## src/rtl/cmc_pkg.sv

```systemverilog
package cmc_pkg;
  localparam int CTRL_W    = 8;
  localparam int BIT_ISEL  = 0;
  localparam int BIT_DSEL  = 1;
  localparam int BIT_FALL  = 2;
  localparam int BIT_FLINE = 3;
  localparam int BIT_LDLK  = 4;
  localparam int BIT_ULINE = 5;
  localparam int BIT_UALL  = 6;
  localparam int BIT_DRAIN = 7;

  typedef enum logic [2:0] {
    K_NOP, K_FLUSH_ALL, K_FLUSH_LINE, K_LOAD_LOCK,
    K_UNLOCK_LINE, K_UNLOCK_ALL, K_DRAIN
  } cmd_kind_e;

  typedef enum logic [1:0] {OP_NONE, OP_INVAL, OP_UNLOCK, OP_FILL} line_op_e;
endpackage

```

## src/rtl/cmc_decode.sv

```systemverilog
module cmc_decode
  import cmc_pkg::*;
(
  input  logic [CTRL_W-1:0] ctrl,
  output cmd_kind_e         kind,
  output logic [1:0]        tgt
);
  logic [5:0] ops;
  logic [1:0] sel;
  logic       one_op;
  logic       one_sel;

  assign ops     = ctrl[CTRL_W-1:BIT_FALL];
  assign sel     = {ctrl[BIT_DSEL], ctrl[BIT_ISEL]};
  assign one_op  = $onehot(ops);
  assign one_sel = $onehot(sel);
  assign tgt     = sel;

  always_comb begin
    kind = K_NOP;
    if (!one_op || sel == 2'b00) begin
      kind = K_NOP;
    end else if (ctrl[BIT_FALL]) begin
      kind = K_FLUSH_ALL;
    end else if (ctrl[BIT_UALL]) begin
      kind = K_UNLOCK_ALL;
    end else if (ctrl[BIT_FLINE]) begin
      kind = one_sel ? K_FLUSH_LINE : K_NOP;
    end else if (ctrl[BIT_ULINE]) begin
      kind = one_sel ? K_UNLOCK_LINE : K_NOP;
    end else if (ctrl[BIT_LDLK]) begin
      kind = one_sel ? K_LOAD_LOCK : K_NOP;
    end else if (ctrl[BIT_DRAIN]) begin
      kind = (sel == 2'b10) ? K_DRAIN : K_NOP;
    end
  end
endmodule

```

## src/rtl/cmc_line_store.sv

```systemverilog
module cmc_line_store
  import cmc_pkg::*;
#(
  parameter int WAYS  = 2,
  parameter int SETS  = 4,
  parameter int TAG_W = 8,
  localparam int WAY_W = $clog2(WAYS),
  localparam int SET_W = $clog2(SETS),
  localparam int IDX_W = WAY_W + SET_W,
  localparam int LINES = WAYS * SETS
) (
  input  logic             clk,
  input  logic             rst_n,
  input  logic             op_en,
  input  line_op_e         op,
  input  logic [WAY_W-1:0] op_way,
  input  logic [SET_W-1:0] op_set,
  input  logic [TAG_W-1:0] op_tag,
  input  logic [WAY_W-1:0] lk_way,
  input  logic [SET_W-1:0] lk_set,
  output logic             lk_valid,
  output logic             lk_lock,
  output logic [TAG_W-1:0] lk_tag
);
  logic [LINES-1:0] vld_q;
  logic [LINES-1:0] lck_q;
  logic [TAG_W-1:0] tag_q [LINES];
  logic [IDX_W-1:0] wr_idx;
  logic [IDX_W-1:0] rd_idx;

  assign wr_idx = {op_way, op_set};
  assign rd_idx = {lk_way, lk_set};

  always_ff @(posedge clk or negedge rst_n) begin
    if (!rst_n) begin
      vld_q <= '0;
      lck_q <= '0;
      for (int i = 0; i < LINES; i++) tag_q[i] <= '0;
    end else if (op_en) begin
      case (op)
        OP_INVAL: begin
          vld_q[wr_idx] <= 1'b0;
          lck_q[wr_idx] <= 1'b0;
        end
        OP_UNLOCK: lck_q[wr_idx] <= 1'b0;
        OP_FILL: begin
          vld_q[wr_idx] <= 1'b1;
          lck_q[wr_idx] <= 1'b1;
          tag_q[wr_idx] <= op_tag;
        end
        default: ;
      endcase
    end
  end

  assign lk_valid = vld_q[rd_idx];
  assign lk_lock  = lck_q[rd_idx];
  assign lk_tag   = tag_q[rd_idx];
endmodule

```

## src/rtl/cmc_seq.sv

```systemverilog
module cmc_seq
  import cmc_pkg::*;
#(
  parameter int WAYS  = 2,
  parameter int SETS  = 4,
  parameter int TAG_W = 8,
  localparam int WAY_W = $clog2(WAYS),
  localparam int SET_W = $clog2(SETS),
  localparam int IDX_W = WAY_W + SET_W
) (
  input  logic             clk,
  input  logic             rst_n,
  input  logic             pending,
  input  cmd_kind_e        kind,
  input  logic [1:0]       tgt,
  input  logic [WAY_W-1:0] addr_way,
  input  logic [SET_W-1:0] addr_set,
  input  logic [TAG_W-1:0] addr_tag,
  input  logic             refill_ready,
  input  logic             refill_done,
  input  logic             drain_done,
  output logic             done,
  output line_op_e         op,
  output logic [1:0]       op_mask,
  output logic [WAY_W-1:0] op_way,
  output logic [SET_W-1:0] op_set,
  output logic [TAG_W-1:0] op_tag,
  output logic             refill_valid,
  output logic             drain_req
);
  typedef enum logic [2:0] {S_IDLE, S_WALK, S_REQ, S_WAIT, S_DRAIN} state_e;
  localparam logic [IDX_W-1:0] LAST_IDX = IDX_W'(WAYS * SETS - 1);

  state_e           state_q, state_d;
  logic [IDX_W-1:0] cnt_q;

  assign op_mask      = tgt;
  assign refill_valid = (state_q == S_REQ);
  assign drain_req    = (state_q == S_DRAIN);

  always_comb begin
    state_d = state_q;
    done    = 1'b0;
    op      = OP_NONE;
    op_way  = addr_way;
    op_set  = addr_set;
    op_tag  = addr_tag;
    case (state_q)
      S_IDLE: if (pending) begin
        case (kind)
          K_FLUSH_LINE:  begin op = OP_INVAL;  done = 1'b1; end
          K_UNLOCK_LINE: begin op = OP_UNLOCK; done = 1'b1; end
          K_FLUSH_ALL, K_UNLOCK_ALL: state_d = S_WALK;
          K_LOAD_LOCK:   state_d = S_REQ;
          K_DRAIN:       state_d = S_DRAIN;
          default:       done = 1'b1;
        endcase
      end
      S_WALK: begin
        op     = (kind == K_FLUSH_ALL) ? OP_INVAL : OP_UNLOCK;
        op_way = cnt_q[IDX_W-1:SET_W];
        op_set = cnt_q[SET_W-1:0];
        if (cnt_q == LAST_IDX) begin
          done    = 1'b1;
          state_d = S_IDLE;
        end
      end
      S_REQ: if (refill_ready) state_d = S_WAIT;
      S_WAIT: if (refill_done) begin
        op      = OP_FILL;
        done    = 1'b1;
        state_d = S_IDLE;
      end
      S_DRAIN: if (drain_done) begin
        done    = 1'b1;
        state_d = S_IDLE;
      end
      default: state_d = S_IDLE;
    endcase
  end

  always_ff @(posedge clk or negedge rst_n) begin
    if (!rst_n) begin
      state_q <= S_IDLE;
      cnt_q   <= '0;
    end else begin
      state_q <= state_d;
      cnt_q   <= (state_q == S_WALK) ? cnt_q + 1'b1 : '0;
    end
  end
endmodule

```

## src/rtl/cache_maint_ctrl.sv

```systemverilog
module cache_maint_ctrl
  import cmc_pkg::*;
#(
  parameter int WAYS   = 2,
  parameter int SETS   = 4,
  parameter int TAG_W  = 8,
  localparam int WAY_W  = $clog2(WAYS),
  localparam int SET_W  = $clog2(SETS),
  localparam int LINE_W = TAG_W + SET_W,
  localparam int AREG_W = 32
) (
  input  logic              clk,
  input  logic              rst_n,
  input  logic              reg_wr,
  input  logic              reg_sel,
  input  logic [AREG_W-1:0] reg_wdata,
  output logic [AREG_W-1:0] reg_rdata,
  output logic              busy,
  output logic              refill_valid,
  input  logic              refill_ready,
  output logic [WAY_W-1:0]  refill_way,
  output logic [LINE_W-1:0] refill_line,
  output logic              refill_dcache,
  input  logic              refill_done,
  output logic              drain_req,
  input  logic              drain_done,
  input  logic              lk_dcache,
  input  logic [WAY_W-1:0]  lk_way,
  input  logic [SET_W-1:0]  lk_set,
  output logic              lk_valid,
  output logic              lk_lock,
  output logic [TAG_W-1:0]  lk_tag
);
  logic [CTRL_W-1:0] ctrl_q;
  logic [AREG_W-1:0] addr_q;
  cmd_kind_e         kind;
  logic [1:0]        tgt;
  logic              done;
  line_op_e          op;
  logic [1:0]        op_mask;
  logic [WAY_W-1:0]  op_way;
  logic [SET_W-1:0]  op_set;
  logic [TAG_W-1:0]  op_tag;
  logic [WAY_W-1:0]  addr_way;
  logic [SET_W-1:0]  addr_set;
  logic [TAG_W-1:0]  addr_tag;
  logic [1:0]        c_valid;
  logic [1:0]        c_lock;
  logic [TAG_W-1:0]  c_tag [2];

  assign busy     = |ctrl_q[CTRL_W-1:BIT_FALL];
  assign addr_way = addr_q[AREG_W-1 -: WAY_W];
  assign addr_set = addr_q[SET_W-1:0];
  assign addr_tag = addr_q[LINE_W-1:SET_W];

  always_ff @(posedge clk or negedge rst_n) begin
    if (!rst_n) begin
      ctrl_q <= '0;
      addr_q <= '0;
    end else begin
      if (reg_wr && !busy) begin
        if (reg_sel) addr_q <= reg_wdata;
        else         ctrl_q <= reg_wdata[CTRL_W-1:0];
      end else if (done) begin
        ctrl_q[CTRL_W-1:BIT_FALL] <= '0;
      end
    end
  end

  assign reg_rdata = reg_sel ? addr_q : {{(AREG_W-CTRL_W){1'b0}}, ctrl_q};

  cmc_decode u_dec (.ctrl(ctrl_q), .kind(kind), .tgt(tgt));

  cmc_seq #(.WAYS(WAYS), .SETS(SETS), .TAG_W(TAG_W)) u_seq (
    .clk(clk), .rst_n(rst_n), .pending(busy), .kind(kind), .tgt(tgt),
    .addr_way(addr_way), .addr_set(addr_set), .addr_tag(addr_tag),
    .refill_ready(refill_ready), .refill_done(refill_done), .drain_done(drain_done),
    .done(done), .op(op), .op_mask(op_mask), .op_way(op_way), .op_set(op_set),
    .op_tag(op_tag), .refill_valid(refill_valid), .drain_req(drain_req)
  );

  for (genvar c = 0; c < 2; c++) begin : g_cache
    cmc_line_store #(.WAYS(WAYS), .SETS(SETS), .TAG_W(TAG_W)) u_store (
      .clk(clk), .rst_n(rst_n), .op_en(op_mask[c]), .op(op),
      .op_way(op_way), .op_set(op_set), .op_tag(op_tag),
      .lk_way(lk_way), .lk_set(lk_set),
      .lk_valid(c_valid[c]), .lk_lock(c_lock[c]), .lk_tag(c_tag[c])
    );
  end

  assign refill_way    = addr_way;
  assign refill_line   = addr_q[LINE_W-1:0];
  assign refill_dcache = ctrl_q[BIT_DSEL];

  assign lk_valid = c_valid[lk_dcache];
  assign lk_lock  = c_lock[lk_dcache];
  assign lk_tag   = c_tag[lk_dcache];
endmodule

```

## config.mk

```make
export PLATFORM = sky130hd
export DESIGN_NAME = cache_maint_ctrl
export DESIGN_NICKNAME = d
export VERILOG_FILES = /design/src/rtl/cmc_pkg.sv /design/src/rtl/cmc_decode.sv /design/src/rtl/cmc_line_store.sv /design/src/rtl/cmc_seq.sv /design/src/rtl/cache_maint_ctrl.sv
export SDC_FILE = /design/constraint.sdc
export NUM_CORES = 1
export LEC_CHECK = 0
export BUFFER_PORTS_ARGS = -buffer_cell sky130_fd_sc_hd__buf_2
export CORE_UTILIZATION = 50
export DETAILED_ROUTE_END_ITERATION = 10
export PLACE_DENSITY = 0.7
export SYNTH_ARGS = -nofsm -noshare
export SYNTH_HDL_FRONTEND = slang
export SYNTH_SLANG_ARGS = --single-unit
```

## constraint.sdc

```tcl
create_clock -name clk -period 3.2 [get_ports clk]
set_clock_uncertainty 0.15 [all_clocks]
set_input_delay 0.32 -clock clk [delete_from_list [all_inputs] [get_ports clk]]
set_output_delay 0.32 -clock clk [all_outputs]
set_load 0.05 [all_outputs]
```

== Word-level counts from Yosys, hierarchy flattened ==
Index checks and enable logic that the tools add are counted.
Widths: inputs -> output; s select.
Cells by class
  add/sub/neg operators: 7
  magnitude comparators: 8
  eq/ne operators: 24
  muxes and demuxes: 67
  bitwise operators: 13
  reduce and logical (&&, ||, !) cells: 25
Operators by type and width (count)
  $bwmux 64: 2
  $mux 8: 9
  $pmux 8 s2: 4
  $bmux 8 s3: 2
  $mux 3: 15
  $and 8x8->8: 4
  $mux 32: 1
  $or 8x8->8: 4
  $demux 8 s3: 1
  $reduce_and 2->1: 9
  $eq 3x3->1 const B: 5
  $mux 1: 15
  $pmux 3 s5: 1
  $bmux 1 s3: 4
  $eq 3x2->1 const B: 4
  $mux 2: 6
  $mux 6: 2
  $eq 3x1->1 const B: 3
  $pmux 3 s3: 1
  $add 1x1->2: 4
  $ge 4x4->1 const B: 2
  $lt 3x4->1 const B: 2
  $not 3->4: 2
  $not 8->8: 1
  other kinds (27): 41
Storage, ports and cells
  register bits after elaboration: 206
  input port bits: 43
  output and inout bits: 57
  word-level logic and storage cells: 169

== Depth between registers and ports, before layout ==
  depth in word-level cells: 17
  gate-level depth with buffers: 12
  depth with buffers taken out: 11

== Modules after synthesis ==
A second synthesis with hierarchy kept.
Unflattened totals
  cell total of the unflattened synthesis: 715
  area total of the unflattened synthesis: 10313.6 µm²
Modules (own cells, without submodules)
  cmc_line_store (g_cache[1].u_store): instances 1, cells each 236, area each 3702.3 µm²
  cmc_line_store (g_cache[0].u_store): instances 1, cells each 240, area each 3659.8 µm²
  cache_maint_ctrl: instances 1, cells each 147, area each 2102.0 µm²
  cmc_seq: instances 1, cells each 64, area each 621.8 µm²
  cmc_decode: instances 1, cells each 28, area each 227.7 µm²

== Worst setup path after synthesis ==
No wires, ideal clock.
  kind: reg-to-reg
  from: reg ctrl_q[1]
  to: reg with a tool-made name
  library setup time: 0.121 ns
  arrival time: 2.640 ns
  data required time: 2.929 ns
  path slack: 0.289 ns
  stages on the path, launching flop included: 10
  path buffers: 3
  period minus slack after synthesis: 2.911 ns
  path through: dfrtp_1 > clkbuf_1 > inv_1 > ha_1 > a41oi_1 > a32oi_1 > or3_1 > clkbuf_2 > buf_6 > o22a_1
RTL lines
  start, declared: line cache_maint_ctrl.sv:34  | logic [CTRL_W-1:0] ctrl_q;
  start signal, assigned: line cache_maint_ctrl.sv:63  | else ctrl_q <= reg_wdata[CTRL_W-1:0];

==> flow_summary_export.csv <==
group,metric,value,unit
yosys,synth-adder-area-share,0.0176,
finish,syn_to_final_growth,18.3,%
clock_network,clock_path_buffers,3,
yosys,synth_nets,775,
setup_path,worstReg2RegStart,"ctrl_q[6]",
timing,hold_viol,0,
floorplan,io_pins,100,
yosys,synth_ff_type,"dfrtp_1",
finish,final_util,0.608,
timing,rsz0062_at_grt,"false",
setup_path,worstPathCellList,"inv_1, ha_1, inv_1, fa_1, inv_1, ha_1, nor3_2, nand3_1, o31a_2, o22a_1",
yosys,ys_seq_area_frac,0.512,
pwr,power_density,724,nW/um2
timing,finalCriticalPeriod,2.96,ns
setup_path,crit_path_frequent_cell,"inv_1",
global_route,overflow,0,
yosys,async_reset_ff_frac,1.00,
global_route,grt_usage,0.248,
run_status,status,"finished clean",
yosys,syn_area_per_cell,14.0,um2
pwr,ir_drop,0.000678,V
clock_network,cts_sinks,206,
timing,tightest_slew,0.990,ns
min_path,min_to,"ctrl_q[1]",
global_route,grt_pass1_vias,7059,
clock_network,cts.reportedPaths.clkPinSlew,0.06,ns
setup_path,critical-path-max-stage-delay,0.52,ns
routing,num_vias,6558,
place,dp_hpwl,16.0,mm
place,port_buffers,99,
routing,wire_per_inst,21.3,um
timing,fmax,337,MHz
run,cap_violations,0,
floorplan,die_w,144,um
yosys,synthDistinctLibCells,55,
setup_path,critical_path.startpoint_type,"flip-flop",
yosys,synth_edf_count,0,
setup_path,path_class,"flip-flop to flip-flop",
routing,drt_pass1_iterations,5,
clock_network,tritoncts,"built",
yosys,syn_inst,719,
global_route,grt_max_degree,86,
clock_network,cts_root_buf,"clkbuf_16",
min_path,hp-class,"primary input to flip-flop",
timing,tns,0,ns
yosys,synth_top_family_by_area,"multiplexers",
clock_network,post_cts_buffers,0,
pwr,leakage,5.70,nW
floorplan,start_util,0.514,
timing,slew_headroom,0.338,
yosys,synth-simple-area-share,0.0776,
global_route,grt.busiest_layer,"met2",
min_path,hold_path_depth,5,
timing,slew_viol_final,0,
global_route,met2_usage,0.417,
global_route,grt_pass1_wl,38.9,mm
yosys,synth_compound_area_frac,0.0476,
yosys,synth-seq-cells,206,
global_route,grt_use_met1,0.336,
floorplan,die_h,144,um
finish,layout-drive-gt1-share,0.451,
global_route,use_met3,0.0430,
finish,antennaDiodeCount,0,
floorplan,num_rows,51,
routing,ant_nets,0,
routing,via_per_inst,5.82,
floorplan,coreArea,19600,um2
yosys,synth_xor_area_frac,0.000870,
finish,finalNetCount,902,
setup_path,crit_slowest_cell,"o31a_2",
clock_network,htreeDepth,1,
yosys,synthMuxAreaShare,0.307,
setup_path,cp_data_arrival_time,3.21,ns
yosys,synth_warnings,0,
setup_path,path_max_fanout,16,
floorplan,floorplan.die_area,20700,um2
clock_network,cts_buffers,23,
setup_path,cp-end-kind,"flip-flop",
timing,setup_viol,0,
yosys,synthesis.area,10100,um2
setup_path,worst-r2r-setup-slack,0.24,ns
timing,fin_crit_sh,0.926,
min_path,worstHoldStart,"reg_wr",
pwr,total_power,8.63,mW
place,gp_congestion,0.869,
routing,drt_iter0_drc,376,
setup_path,worstRegToRegCells,10,
routing,drc,0,
setup_path,critPathRequiredTime,3.45,ns
routing,routed_wl,24.0,mm
global_route,antenna_found_initial,0,
clock_network,insertion_delay,0.51,ns
==> critical path: cells and delay by family, from the launching register on <==
| family | cells | cell delay (ns) |
|---|---|---|
| simple gates | 2 | 0.38 |
| buf+inv | 3 | 0.20 |
| fa+ha+maj | 3 | 0.90 |
| flops | 1 | 0.41 |
| compound gates | 2 | 0.79 |
==> where the power goes <==
part	switching (mW)	total [mW]	internal, mW	leakage, nW
clock	1.03	2.49	1.46	0.355
combinational	1.86	2.80	0.942	2.56
sequential	0.445	3.34	2.89	2.79
==> timing repair <==
item / in CTS / in global routing
endpoints found under the setup margin: 0 / 28
hold buffers: 34 / 0
gates resized for setup: 0 / 4
endpoints found under the hold margin: 122 / 0
==> layout make-up <==
class	instances	area [um2]
clock buffer	36	674
clock inverter	5	43.8
fill	1458	7670
inverter	17	63.8
multi-input combinational	438	4550
sequential	206	5150
tap	265	332
timing repair buffer	160	1100
==> how the worst max path moves through the flow <==
stage / start / depth (start not counted) / to
2_1_floorplan: ctrl_q[1] / 9 / flip-flop
3_3_place_gp: ctrl_q[6] / 10 / flip-flop
3_5_place_dp: ctrl_q[6] / 10 / flip-flop
4_1_cts: ctrl_q[6] / 10 / flip-flop
5_1_grt: ctrl_q[5] / 11 / flip-flop
6_report: ctrl_q[6] / 10 / flip-flop
==> cells by family (layout without fill, tap and decap cells) <==
group                    count (synthesis)  count (layout)
XOR/XNOR                                 1               1
buffers and inverters                   75             218
AND/OR/NAND/NOR                        136             136
multiplexers                           225             225
flip-flops                             206             206
adder cells (fa/ha/maj)                 13              13
AO/OA/AOI/OAI                           63              63
==> synth_stat cells (2+ instances only) <==
cell type / count / share of area
inv_1: 17 / 0.0063
o31ai_1: 3 / 0.0022
o22a_1: 30 / 0.026
dfrtp_1: 206 / 0.51
nand2_1: 29 / 0.011
nand2b_1: 3 / 0.0019
nand4b_1: 2 / 0.0017
or3_1: 3 / 0.0019
or2_2: 2 / 0.0012
buf_6: 5 / 0.0056
nand2_2: 2 / 0.0012
nor3b_1: 5 / 0.0037
mux2_2: 163 / 0.18
a2bb2oi_1: 2 / 0.0017
nor3_1: 7 / 0.0035
nand3b_1: 15 / 0.011
buf_4: 13 / 0.0097
a21oi_1: 4 / 0.0020
ha_1: 11 / 0.014
mux4_2: 50 / 0.11
nand3_1: 6 / 0.0030
o21ai_0: 14 / 0.0070
buf_2: 9 / 0.0045
mux2i_1: 10 / 0.0099
nor3_2: 3 / 0.0030
fa_1: 2 / 0.0040
clkbuf_1: 26 / 0.0097
nor2_1: 22 / 0.0082
and2_1: 26 / 0.016
buf_1: 4 / 0.0015
==> per-layer routing <==
metal  share of wire  vias up
li1                -     2893
met1            0.43     3428
met2            0.50      206
met3           0.054       31
met4           0.017        0
met5               0        -
==> layout by cell type (no fill, tap or decap), drive strengths merged, types with 4 or more instances in the layout <==
cell type,count
ha,11
mux2i,10
nor2,24
dfrtp,206
clkbuf,37
nand2,31
o22a,30
dlygate4sd3,34
a21oi,4
nand3b,15
nor3,11
mux2,165
and2,26
o21ai,14
buf,125
mux4,50
inv,19
nand3,6
nor3b,6
==> through the flow <==
step	setup slack [ns]	cells	hold WS (ns)	area, um2
5_1_grt	0.0481	1127	0.0871	11900
3_5_place_dp	0.119	1052	0.262	10800
2_1_floorplan	0.289	719	-0.126	10100
4_1_cts	0.0862	1127	0.0656	11900
6_report	0.236	1127	0.0823	11900
3_3_place_gp	0.151	1052	0.248	10800
No activity file was read; power rests on OpenSTA's default activity.
